## config.mk

```make
export PLATFORM = sky130hd
export DESIGN_NAME = irq_flag_vector
export DESIGN_NICKNAME = d
export VERILOG_FILES = /design/src/rtl/ifv_pkg.sv /design/src/rtl/ifv_prio_enc.sv /design/src/rtl/ifv_ctrl.sv /design/src/rtl/ifv_datapath.sv /design/src/rtl/irq_flag_vector.sv
export SDC_FILE = /design/constraint.sdc
export NUM_CORES = 1
export LEC_CHECK = 0
export BUFFER_PORTS_ARGS = -buffer_cell sky130_fd_sc_hd__buf_2
export CORE_MARGIN = 3
export CORE_UTILIZATION = 48
export CTS_CLUSTER_DIAMETER = 200
export DETAILED_ROUTE_END_ITERATION = 16
export PLACE_DENSITY_LB_ADDON = 0.25
export RECOVER_POWER = 50
export SYNTH_ARGS = -nofsm -noshare
export SYNTH_HDL_FRONTEND = slang
export SYNTH_SLANG_ARGS = --single-unit
```

## constraint.sdc

```tcl
create_clock -name clk -period 2.4 [get_ports clk]
set_clock_uncertainty 0.15 [all_clocks]
set_input_delay 0.36 -clock clk [delete_from_list [all_inputs] [get_ports clk]]
set_output_delay 0.36 -clock clk [all_outputs]
set_load 0.1 [all_outputs]
```

## src/rtl/ifv_pkg.sv

```systemverilog
package ifv_pkg;
  localparam logic [1:0] ADDR_FLAGS   = 2'd0;
  localparam logic [1:0] ADDR_ENABLES = 2'd1;
  localparam logic [1:0] ADDR_VECTOR  = 2'd2;

  typedef struct packed {
    logic wrFlags;
    logic wrEnables;
    logic rdFlags;
    logic rdEnables;
    logic rdVector;
    logic rdAny;
  } ifv_strobe_t;
endpackage

```

## src/rtl/ifv_prio_enc.sv

```systemverilog
module ifv_prio_enc #(
  parameter int NUM_SRC = 4,
  localparam int IDX_W  = (NUM_SRC > 1) ? $clog2(NUM_SRC) : 1,
  localparam int CODE_W = $clog2(2 * NUM_SRC + 1)
) (
  input  logic [NUM_SRC-1:0] active,
  output logic               anyActive,
  output logic [IDX_W-1:0]   topIdx,
  output logic [CODE_W-1:0]  topCode
);
  always_comb begin
    anyActive = 1'b0;
    topIdx    = '0;
    topCode   = '0;
    for (int i = 0; i < NUM_SRC; i++) begin
      if (active[i]) begin
        anyActive = 1'b1;
        topIdx    = IDX_W'(i);
        topCode   = CODE_W'(2 * (i + 1));
      end
    end
  end
endmodule

```

## src/rtl/ifv_ctrl.sv

```systemverilog
module ifv_ctrl
  import ifv_pkg::*;
(
  input  logic        clk,
  input  logic        rstN,
  input  logic [1:0]  busAddr,
  input  logic        busWr,
  input  logic        busRd,
  output ifv_strobe_t strobes
);
  always_comb begin
    strobes           = '0;
    strobes.wrFlags   = busWr && (busAddr == ADDR_FLAGS);
    strobes.wrEnables = busWr && (busAddr == ADDR_ENABLES);
    strobes.rdFlags   = busRd && (busAddr == ADDR_FLAGS);
    strobes.rdEnables = busRd && (busAddr == ADDR_ENABLES);
    strobes.rdVector  = busRd && (busAddr == ADDR_VECTOR);
    strobes.rdAny     = busRd;
  end

  // at most one write target and one read target per cycle
  assert_one_write_R9: assert property (@(posedge clk) disable iff (!rstN)
    $onehot0({strobes.wrFlags, strobes.wrEnables}));
  assert_one_read_R9: assert property (@(posedge clk) disable iff (!rstN)
    $onehot0({strobes.rdFlags, strobes.rdEnables, strobes.rdVector}));
endmodule

```

## src/rtl/ifv_datapath.sv

```systemverilog
module ifv_datapath
  import ifv_pkg::*;
#(
  parameter int            NUM_SRC    = 4,
  parameter int            DATA_W     = 8,
  parameter logic [NUM_SRC-1:0] FLAG_RESET = 4'b0001,
  localparam int IDX_W  = (NUM_SRC > 1) ? $clog2(NUM_SRC) : 1,
  localparam int CODE_W = $clog2(2 * NUM_SRC + 1)
) (
  input  logic               clk,
  input  logic               rstN,
  input  ifv_strobe_t        strobes,
  input  logic [DATA_W-1:0]  wdata,
  input  logic [NUM_SRC-1:0] hwSet,
  input  logic [NUM_SRC-1:0] hwClr,
  output logic [DATA_W-1:0]  rdData,
  output logic               irq
);
  logic [NUM_SRC-1:0] flags, enables, flagsNext, vecClr;
  logic               anyActive;
  logic [IDX_W-1:0]   topIdx;
  logic [CODE_W-1:0]  topCode;

  ifv_prio_enc #(.NUM_SRC(NUM_SRC)) uPrio (
    .active   (flags & enables),
    .anyActive(anyActive),
    .topIdx   (topIdx),
    .topCode  (topCode)
  );

  always_comb begin
    vecClr = '0;
    if (strobes.rdVector && anyActive) vecClr[topIdx] = 1'b1;
  end

  for (genvar i = 0; i < NUM_SRC; i++) begin : gFlag
    always_comb begin
      if (hwSet[i])                          flagsNext[i] = 1'b1;
      else if (strobes.wrFlags && wdata[i])  flagsNext[i] = 1'b1;
      else if (strobes.wrFlags)              flagsNext[i] = 1'b0;
      else if (hwClr[i] || vecClr[i])        flagsNext[i] = 1'b0;
      else                                   flagsNext[i] = flags[i];
    end
  end

  always_ff @(posedge clk) begin
    if (!rstN) begin
      flags   <= FLAG_RESET;
      enables <= '0;
      irq     <= 1'b0;
      rdData  <= '0;
    end else begin
      flags <= flagsNext;
      if (strobes.wrEnables) enables <= wdata[NUM_SRC-1:0];
      irq <= |(flags & enables);
      if (strobes.rdAny) begin
        if (strobes.rdFlags)        rdData <= DATA_W'(flags);
        else if (strobes.rdEnables) rdData <= DATA_W'(enables);
        else if (strobes.rdVector)  rdData <= DATA_W'(topCode);
        else                        rdData <= '0;
      end
    end
  end

  assert_hwset_wins_R4: assert property (@(posedge clk) disable iff (!rstN)
    (|hwSet) |=> ((flags & $past(hwSet)) == $past(hwSet)));
  assert_vec_even_R2: assert property (@(posedge clk) disable iff (!rstN)
    (topCode[0] == 1'b0) && (anyActive == (topCode != '0)));
  assert_vec_clears_R3: assert property (@(posedge clk) disable iff (!rstN)
    (strobes.rdVector && anyActive && !strobes.wrFlags && !hwSet[topIdx])
      |=> !flags[$past(topIdx)]);
  assert_enable_hold_R7: assert property (@(posedge clk) disable iff (!rstN)
    !strobes.wrEnables |=> $stable(enables));
  assert_irq_follows_R8: assert property (@(posedge clk) disable iff (!rstN)
    anyActive |=> irq);
  assert_irq_quiet_R8: assert property (@(posedge clk) disable iff (!rstN)
    !anyActive |=> !irq);
  assert_rd_hold_R9: assert property (@(posedge clk) disable iff (!rstN)
    !strobes.rdAny |=> $stable(rdData));
endmodule

```

## src/rtl/irq_flag_vector.sv

```systemverilog
module irq_flag_vector
  import ifv_pkg::*;
#(
  parameter int NUM_SRC = 4,
  parameter int DATA_W  = 8
) (
  input  logic               clk,
  input  logic               rstN,
  input  logic [1:0]         busAddr,
  input  logic               busWr,
  input  logic               busRd,
  input  logic [DATA_W-1:0]  busWdata,
  input  logic [NUM_SRC-1:0] hwSet,
  input  logic [NUM_SRC-1:0] hwClr,
  output logic [DATA_W-1:0]  rdData,
  output logic               irq
);
  ifv_strobe_t strobes;

  ifv_ctrl uCtrl (
    .clk    (clk),
    .rstN   (rstN),
    .busAddr(busAddr),
    .busWr  (busWr),
    .busRd  (busRd),
    .strobes(strobes)
  );

  ifv_datapath #(
    .NUM_SRC   (NUM_SRC),
    .DATA_W    (DATA_W),
    .FLAG_RESET(NUM_SRC'(1))
  ) uData (
    .clk    (clk),
    .rstN   (rstN),
    .strobes(strobes),
    .wdata  (busWdata),
    .hwSet  (hwSet),
    .hwClr  (hwClr),
    .rdData (rdData),
    .irq    (irq)
  );
endmodule

```

* After elaboration in Yosys (flattened, before gate mapping) *
Cells that the tools add are included.
Widths: inputs -> output; s select.

word-level totals
  bits in registers = 17
  latch bits = 0
  memory bits (writable) = 0
  ROM bits = 0
  output and inout bits = 9
  logic and storage cells = 66
  memories kept = 0

cells by class
  add/sub/neg operators = 0
  multipliers = 0
  div/mod/pow operators = 0
  magnitude comparators = 2
  equality and inequality tests = 2
  shifts and indexed selects = 0
  multiplexer cells = 31
  bitwise gates (word level) = 2
  reduce and logical (&&, ||, !) cells = 22

operators with widths
  cell                count
  $mux 1              20
  $mux 4              5
  $mux 8              2
  $reduce_bool 4->1   3
  $logic_and 1x1->1   11
  $mux 2              3
  $and 4x4->4         1
  $logic_or 1x1->1    4
  $reduce_or 4->1     1
  $lt 2x3->1 const B  1
  $reduce_or 3->1     1
  $demux 1 s2         1
  $eq 2x1->1 const B  1
  $eq 2x2->1 const B  1
  $ge 2x1->1 const B  1
  $logic_not 2->1     1
  $reduce_bool 2->1   1
  $not 1->1           1

* Logic depth before layout (Yosys ltp) *
Gate-level depths: netlist (run 1).

  depth in word-level cells = 14
  gate-level depth with buffers = 5
  depth with buffers taken out = 4

* Modules after synthesis *
From an unflattened synthesis (run 1), not the netlist that was laid out.

second synthesis, totals
  cells, all modules = 92
  area, all modules = 780.7 µm²

by module, submodules not included
  module        instances  cells an instance  area each (µm²)
  ifv_datapath  1          75                 670.6
  ifv_prio_enc  1          11                 61.3
  ifv_ctrl      1          6                  48.8

* Worst setup path before layout (run 1) *
OpenSTA, ideal clock, no wires.

  path type = reg-to-reg
  start point = register uData.rdData[0] (netlist name)
  end point = register uData.rdData[0]
  arrival time = 1.364 ns
  setup slack = 0.827 ns
  stages on the path, launching flop included = 4
  buffers on the path = 0
  period minus slack after synthesis = 1.573 ns
  path through = dfxtp_1 -> clkinv_1 -> o22ai_1 -> and2_1

RTL lines
  what                  line                RTL
  end signal, assigned  ifv_datapath.sv:57  if (strobes.rdFlags) rdData <= DATA_W'(flags);
  end signal, assigned  ifv_datapath.sv:58  else if (strobes.rdEnables) rdData <= DATA_W'(enables);
  end signal, assigned  ifv_datapath.sv:59  else if (strobes.rdVector) rdData <= DATA_W'(topCode);
  end, declared         ifv_datapath.sv:16  output logic [DATA_W-1:0] rdData,

* Final worst setup path (run 1) *
  start point = register uData.rdData[0]
  end point = output rdData[0]

RTL lines
  what           line                   RTL
  end, declared  irq_flag_vector.sv:15  output logic [DATA_W-1:0] rdData,

No word-level cell between the ends.

==> results.txt, run 1 <==
The startpoint identified for the worst register-to-register timing path is uData.enables[3]. The number of antenna diodes in the final layout is 0. The number of buffers added by the clock tree synthesis step came out at 3. The kind of cell with the highest combined delay along the critical path is buffers and inverters. The number of maximum-capacitance constraint violations is 0. In this run the worst hold path is classified as in2reg.

The share of the core filled with cells came out at 0.611. The final hold violation count is 0. The capturing element of the worst setup path is rdData[0]. The global-route usage over all layers is 0.167. Summed over all layers, the global routing overflow is 0.

The endpoint identified for the worst register-to-register timing path is uData.flags[0]. The deepest clock path buffer count is 2. The buffers plus inverters on the worst setup path came out at 1.

The sum of negative setup slack is 0 ns. The count of routing violations after the opening detailed-route iteration is 9. The number of hold buffers added after CTS is 0. The routed wirelength normalized by instance count came out at 12.9 um. The root buffer cell is sky130_fd_sc_hd__clkbuf_4.

The period utilization is 0.649. The floorplan step defined a core boundary enclosing 1330 um2. The slew at the pin closest to its max-slew limit came out at 0.564 ns. Entering global routing, the biggest net connects 11 pins. The count of nets left with antenna violations once routing finished came out at 0. The post-synthesis to final-layout area growth is 16.0%. The total of buffers placed on input and output ports is 22.

The final RePlAce weighted congestion is 0.802. The number of antenna violations at the first check in global routing was 0. The post-DP HPWL is 1120 um.

The arrival time of the worst setup path came out at 1.05 ns. The area of the die came out at 1960 um2. The routed via count came out at 635. The worst setup path is launched from a flop. The post-cts gate resize count came out at 0.

The Yosys step of the flow raised 0 warnings. The number of inserted filler cells in the final layout came out at 125. The power per standard cell area came out at 598 nW/um2. The detailed-route vias per instance came out at 5.57. The clock latency on the worst-skew pair is 0.28 ns. The boundary pin count came out at 31. The run finished with clean final reports. The total detailed-routing wirelength came out at 1470 um. Setup repair after global routing left no endpoint under its margin.

The average size of a mapped cell came out at 9.24 um2. The die extent in y came out at 44.2 um. The floorplan has 13 rows. The part of the Yosys area used for sequential elements came out at 0.371. Derived from the worst setup path, the maximum achievable clock frequency is 642 MHz. The die width came out at 44.2 um. The analysis attributes to cell leakage a power of 0.376 nW.

The count of pins over their slew limit was 0. The post-synthesis register bit count came out at 13. The slowest stage cell on the critical path is sky130_fd_sc_hd__buf_2. The signal on the critical path passes through buf_2. The initial core utilization came out at 0.526. The critical path is of the reg2out type.

The remaining max-slew budget at the tightest pin is 0.624. The clock period minus worst slack came out at 1.56 ns. The first global-routing pass estimated 2370 um of wire. The worst setup path is captured at a primary output. The number of clock sinks seen by CTS is 13.

STA puts the critical path data required time at 1.89 ns. Synthesis handed over a netlist of 76 instances. The worst setup slack for register-to-register paths is 1.13 ns. The number of cells on the critical path is 1.

The net count reported at finish is 122. The first-pass iteration count of the detailed router came out at 4. Of the cells placed in the final design, the portion with a size suffix greater than 1 is 0.293.

The most critical setup path has its startpoint at uData.rdData[0]. The combined area of all synthesized cells is 702 um2. The final routed DRC violation total came out at 0. VDD sags by at most 0.333 mV.

Buffers added to address setup during post-CTS repair amount to 0. The multi-input gate area in the final layout came out at 389 um2. On the worst path, the slowest cell contributes a delay of 0.43 ns. The depth of the worst register-to-register path is 4. The largest fanout on the critical path came out at 2. In the final layout, flip-flops and latches occupy 260 um2. The distinct cell type count after synthesis came out at 33. The clock slew at the register clock pins of the worst setup and hold paths is 0.08 ns. The via count of the first global-routing pass came out at 533.

TritonCTS built the clock tree. The number of levels in the clock H-tree came out at 1. The number of setup violations in the final report came out at 0.
## kinds of logic (layout without fill, tap and decap cells)
| group | count (synthesis) | in the layout | share of synthesized area |
|---|---|---|---|
| simple gates | 26 | 26 | 0.232 |
| flops | 13 | 13 | 0.371 |
| mux | 6 | 6 | 0.0856 |
| compound gates | 21 | 21 | 0.216 |
| buf+inv | 9 | 29 | 0.0909 |
| other cells | 1 | 4 | 0.00534 |
## worst reg2reg max path, cell delays in order (launching register included)
cell,delay [ns]
sky130_fd_sc_hd__dfxtp_1,0.35
sky130_fd_sc_hd__nand2_1,0.16
sky130_fd_sc_hd__nand3_2,0.12
sky130_fd_sc_hd__o31ai_1,0.26
sky130_fd_sc_hd__nand4b_1,0.11
## worst min path at each step
stage	startpoint	endpoint	depth (start not counted)
2_1_floorplan	rstN	uData.flags[0]	1
3_3_place_gp	uData.rdData[2]	uData.rdData[2]	2
3_5_place_dp	uData.rdData[2]	uData.rdData[2]	2
4_1_cts	hwSet[0]	uData.flags[0]	2
5_1_grt	hwSet[0]	uData.flags[0]	2
6_report	hwSet[0]	uData.flags[0]	2
## routing by layer
layer,wire length (um),up-vias,GRT usage
met2,720,25,0.259
met4,11,0,0.0723
met1,649,288,0.214
li1,-,320,-
met3,91,2,0.0488
met5,0,-,0
## stage by stage
stage | setup WS (ns) | std cells | hold slack, ns | cell area [um2] | total power [mW]
2_1_floorplan | 0.827 | 79 | 0.297 | 713 | 0.335
3_3_place_gp | 0.797 | 110 | 0.285 | 790 | 0.353
3_5_place_dp | 0.738 | 110 | 0.292 | 790 | 0.355
4_1_cts | 0.822 | 114 | 0.117 | 816 | 0.491
5_1_grt | 0.798 | 114 | 0.111 | 815 | 0.508
6_report | 0.842 | 114 | 0.117 | 815 | 0.487
## state kept, by name (all words and copies together) (netlist names)
name	flops
uData.enables	4
uData.flags	4
uData.irq	1
uData.rdData	4
## cell type report
class	instances	area share
Clock buffer	4	0.0323
Inverter	3	0.0138
Multi-Input combinational cell	57	0.478
Sequential cell	13	0.320
Tap cell	15	0.0230
Timing Repair Buffer	22	0.134
## cells in the final DEF, fill, tap and decap left out, types with 2 or more instances in the layout
cell and count:
sky130_fd_sc_hd__a21oi_1 5, sky130_fd_sc_hd__a31oi_1 3, sky130_fd_sc_hd__buf_2 21, sky130_fd_sc_hd__clkbuf_1 2, sky130_fd_sc_hd__clkbuf_4 3, sky130_fd_sc_hd__conb_1 4
sky130_fd_sc_hd__dfxtp_1 13, sky130_fd_sc_hd__mux2i_1 6, sky130_fd_sc_hd__nand2_1 7, sky130_fd_sc_hd__nand3b_1 2, sky130_fd_sc_hd__nor2_1 6, sky130_fd_sc_hd__nor3b_1 3
sky130_fd_sc_hd__o22ai_1 2
## power breakdown
group | leakage, nW | internal [mW] | switching [mW]
combinational | 0.255 | 0.0329 | 0.0830
clock | 0.0150 | 0.0645 | 0.0727
sequential | 0.107 | 0.226 | 0.00825
total | 0.376 | 0.323 | 0.164
## cells in the mapped netlist
master | count | area [um2]
sky130_fd_sc_hd__nor2b_1 | 1 | 6.26
sky130_fd_sc_hd__o311ai_0 | 1 | 8.76
sky130_fd_sc_hd__mux2i_1 | 6 | 60.1
sky130_fd_sc_hd__inv_1 | 1 | 3.75
sky130_fd_sc_hd__nor3b_1 | 3 | 22.5
sky130_fd_sc_hd__o211a_1 | 1 | 10.0
sky130_fd_sc_hd__a31oi_1 | 3 | 18.8
sky130_fd_sc_hd__nand3b_1 | 2 | 15.0
sky130_fd_sc_hd__nand2b_1 | 1 | 6.26
sky130_fd_sc_hd__and2_1 | 1 | 6.26
sky130_fd_sc_hd__a32oi_1 | 1 | 8.76
sky130_fd_sc_hd__a22oi_1 | 1 | 7.51
sky130_fd_sc_hd__dfxtp_1 | 13 | 260
sky130_fd_sc_hd__nand4_1 | 1 | 6.26
sky130_fd_sc_hd__o21ai_1 | 2 | 10.0
sky130_fd_sc_hd__nor3b_4 | 1 | 18.8
sky130_fd_sc_hd__o221ai_1 | 1 | 8.76
sky130_fd_sc_hd__conb_1 | 1 | 3.75
sky130_fd_sc_hd__o311a_1 | 1 | 10.0
sky130_fd_sc_hd__buf_6 | 2 | 22.5
sky130_fd_sc_hd__o31ai_1 | 1 | 7.51
sky130_fd_sc_hd__nand3_2 | 1 | 10.0
sky130_fd_sc_hd__o22ai_1 | 2 | 12.5
sky130_fd_sc_hd__nand2_1 | 7 | 26.3
sky130_fd_sc_hd__nor2b_4 | 1 | 13.8
sky130_fd_sc_hd__nand4b_1 | 1 | 8.76
sky130_fd_sc_hd__a22o_1 | 1 | 8.76
sky130_fd_sc_hd__inv_2 | 1 | 3.75
sky130_fd_sc_hd__buf_4 | 4 | 30.0
sky130_fd_sc_hd__nor2_1 | 6 | 22.5
sky130_fd_sc_hd__clkinv_1 | 1 | 3.75
sky130_fd_sc_hd__a21oi_1 | 5 | 25.0
sky130_fd_sc_hd__a221oi_2 | 1 | 15.0
Power figures use the tool's default switching activity.
==> inputs of run 2 (changes only) <==
--- a/config.mk
+++ b/config.mk
@@ -7,7 +7,7 @@
 export LEC_CHECK = 0
 export BUFFER_PORTS_ARGS = -buffer_cell sky130_fd_sc_hd__buf_2
 export CORE_MARGIN = 3
-export CORE_UTILIZATION = 48
+export CORE_UTILIZATION = 45
 export CTS_CLUSTER_DIAMETER = 200
 export DETAILED_ROUTE_END_ITERATION = 16
 export PLACE_DENSITY_LB_ADDON = 0.25
==> constraint.sdc (replaced) <==
create_clock -name clk -period 1.5 [get_ports clk]
set_clock_uncertainty 0.15 [all_clocks]
set_input_delay 0.225 -clock clk [delete_from_list [all_inputs] [get_ports clk]]
set_output_delay 0.225 -clock clk [all_outputs]
set_load 0.1 [all_outputs]
==> run 2 against run 1 <==
Combinational power increased by 60%. Sequential share of layout area decreased by 0.19 points. Clock power increased by 51%. First-iteration DRC count decreased by 67%. Cell count increased by 1.8%. Via count decreased by 0.47%. Worst hold slack got worse by 0.10 ns. Critical path depth unchanged. Critical endpoint is now rdData[1]. Largest cell class unchanged.
==> results.txt, run 2 (synthesis gave the netlist of run 1 again) <==
The largest individual stage delay along the critical path comes from the cell sky130_fd_sc_hd__buf_2. The count of routing violations after the opening detailed-route iteration is 3 (-6). The tree is rooted in a sky130_fd_sc_hd__clkbuf_4.

The buffers plus inverters on the worst setup path came to 1 (unchanged). The area of the placeable core came to 1380 um2 (+3.7%). The first-pass iteration count of the detailed router was 4 (unchanged). The number of inserted filler cells in the final layout is 137 (+9.6%). The clock latency on the worst-skew pair came out at 0.27 ns (about the same). The remaining max-slew budget at the tightest pin is 0.649 (+0.0252).

The count of antenna-violating nets left after detailed routing was 0 (unchanged). The flow ran to the end, and the final reports show no timing, DRC or antenna violations. The post-cts gate resize count is 0 (unchanged). The switching part of the total is 0.326 (-0.0106). The slew at the pin closest to its max-slew limit is 0.527 ns (-0.0378 ns). The reported net switching power came out at 0.250 mW (+53%). The min-delay analysis places its worst path in the category in2reg. The critical path goes through buf_2. The number of buffers added by the clock tree synthesis step came out at 3 (unchanged). The die extent in y came out at 45.5 um (+2.8%).

The critical path class is reg2out. The routed via count came out at 632 (-0.47%). The clock slew at the register clock pins of the worst setup and hold paths came out at 0.07 ns (about the same).

The share of the core filled with cells is 0.595 (-0.0152). The largest fanout on the critical path came out at 2 (unchanged). The global-route wire length before repair is 2420 um (+2.0%).

The largest registers in the layout are uData.enables: 4 flops, uData.flags: 4 flops, uData.rdData: 4 flops. The summed area of non-filler cells in the final layout came to 823 um2 (+1.1%). The initial core utilization came out at 0.508 (-0.0186). The standard-cell row count is 13 (unchanged). The largest stage delay on the critical path was 0.42 ns (about the same). TritonCTS built the clock tree. Setup repair after global routing left no endpoint under its margin. The power per standard cell area came out at 933 nW/um2 (+56%). The area of the die came out at 2070 um2 (+5.8%). The die width came out at 45.5 um (+2.8%).

The sum of negative setup slack came out at 0 ns (unchanged). The global-route usage over all layers is 0.160 (-0.00661). The post-route total power came out at 0.768 mW (+58%). The deepest clock path buffer count came out at 2 (unchanged).

The area used by sequential logic in the layout came out at 262 um2 (+0.48%). The share of post-route cells with drive strength above 1 is 0.297 (+0.00410). The number of setup violations in the final report is 0 (unchanged).

The largest net degree at the start of global routing came out at 11 (unchanged). STA classifies the critical path startpoint as a flop. The total detailed-routing wirelength came to 1480 um (+0.68%). The multi-input gate area in the final layout came out at 383 um2 (-1.6%). In the finished design, the share of the clock period the worst path needs comes to 0.935. Leaving out fill and tap cells, the most frequent cells in the layout are sky130_fd_sc_hd__buf_2, sky130_fd_sc_hd__dfxtp_1, sky130_fd_sc_hd__nand2_1. The number of antenna violations at the first check in global routing came out at 0 (unchanged). The share of power burned in registers came out at 0.488 (+0.008). The final antenna diode count was 0 (unchanged).

The detailed-route vias per instance came to 5.45 (-2.2%). The required time of the critical path was 1.12 ns (-0.77 ns). The final routed DRC violation total is 0 (unchanged).

The cell count after placement was 111 (+0.91%). The top achievable clock speed came out at 713 MHz. The post-synthesis to final-layout area growth is 17.3%.

The element type at the critical path end is a primary output. The total of buffers placed on input and output ports is 22 (unchanged). The net count reported at finish is 124 (+1.6%).

The cell family contributing the most delay on the critical path is buffers and inverters. The number of levels in the clock H-tree is 1 (unchanged). The number of buffers added for setup after CTS is 0 (unchanged).

The final hold violation count came to 0 (unchanged). The maximum ir drop on the vdd rail is 0.524 mV (+57%). The minimum setup slack after placement came to 0.109 ns (-0.629 ns). The overflow left after global routing came out at 0 (unchanged). The leakage power summed over all cells came out at 0.378 nW (+0.52%). The clock network power share came out at 0.270 (-0.012). The filler-free cell count of the finished design came out at 116 (+1.8%). The via count of the first global-routing pass is 579 (+8.6%). The number of maximum-capacitance constraint violations came to 0 (unchanged).

The routed wirelength normalized by instance count came out at 12.8 um (-1.1%). The arrival time of the worst setup path is 1.03 ns (-0.02 ns). The post-DP HPWL came out at 1190 um (+6.2%). The placed instance area is 798 um2 (+1.1%). The number of clock sinks seen by CTS is 13 (unchanged). The worst hold margin was 0.0170 ns (-0.0998 ns). The boundary pin count is 31 (unchanged). The internal power component is 0.518 mW (+60%). The final RePlAce weighted congestion came out at 0.772 (-3.7%). The clock period minus worst slack is 1.40 ns.

The commonest non-fill, non-tap cell in the layout is sky130_fd_sc_hd__buf_2. The number of hold buffers added after CTS came out at 1 (+1). The worst setup slack after layout is 0.0982 ns (-0.744 ns). The count of pins over their slew limit came to 0 (unchanged). The fraction of power consumed by combinational cells came out at 0.242 (+0.004).
==> run 2: worst register-to-register path, cell delays in order, from the launching register on <==
cell and delay [ns]:
sky130_fd_sc_hd__dfxtp_1 0.36, sky130_fd_sc_hd__nand2_1 0.17, sky130_fd_sc_hd__nand3_2 0.12, sky130_fd_sc_hd__o31ai_1 0.23, sky130_fd_sc_hd__nand4b_1 0.11
==> run 2: layout make-up <==
| cell class | instances | share of cell area |
|---|---|---|
| Multi-Input combinational cell | 57 | 0.465 |
| Tap cell | 15 | 0.0228 |
| Clock buffer | 4 | 0.0319 |
| Inverter | 3 | 0.0137 |
| Timing Repair Buffer | 24 | 0.149 |
| Sequential cell | 13 | 0.318 |
==> run 2: power by group through the flow <==
stage	combinational, mW	clock (mW)	sequential, mW
CTS	0.190	0.220	0.374
global placement	0.186	0	0.382
floorplan	0.120	0	0.416
finish	0.186	0.207	0.375
global route	0.199	0.230	0.377
detailed placement	0.188	0	0.383
==> run 2: per-layer routing <==
layer  global-route usage  routed length, um
met1                0.203                634
met2                0.256                703
met3               0.0593                144
met4               0.0351                  0
met5                    0                  0
==> run 2: final timing paths <==
kind | to | depth (start not counted) | from | slack, ns
worst max-delay path | rdData[1] | 1 | uData.rdData[1] | 0.1
worst min-delay path | uData.flags[2] | 3 | hwSet[2] | 0.02
worst max register to register | uData.flags[0] | 4 | uData.enables[3] | 0.23
worst min register to register | uData.rdData[2] | 2 | uData.rdData[2] | 0.32
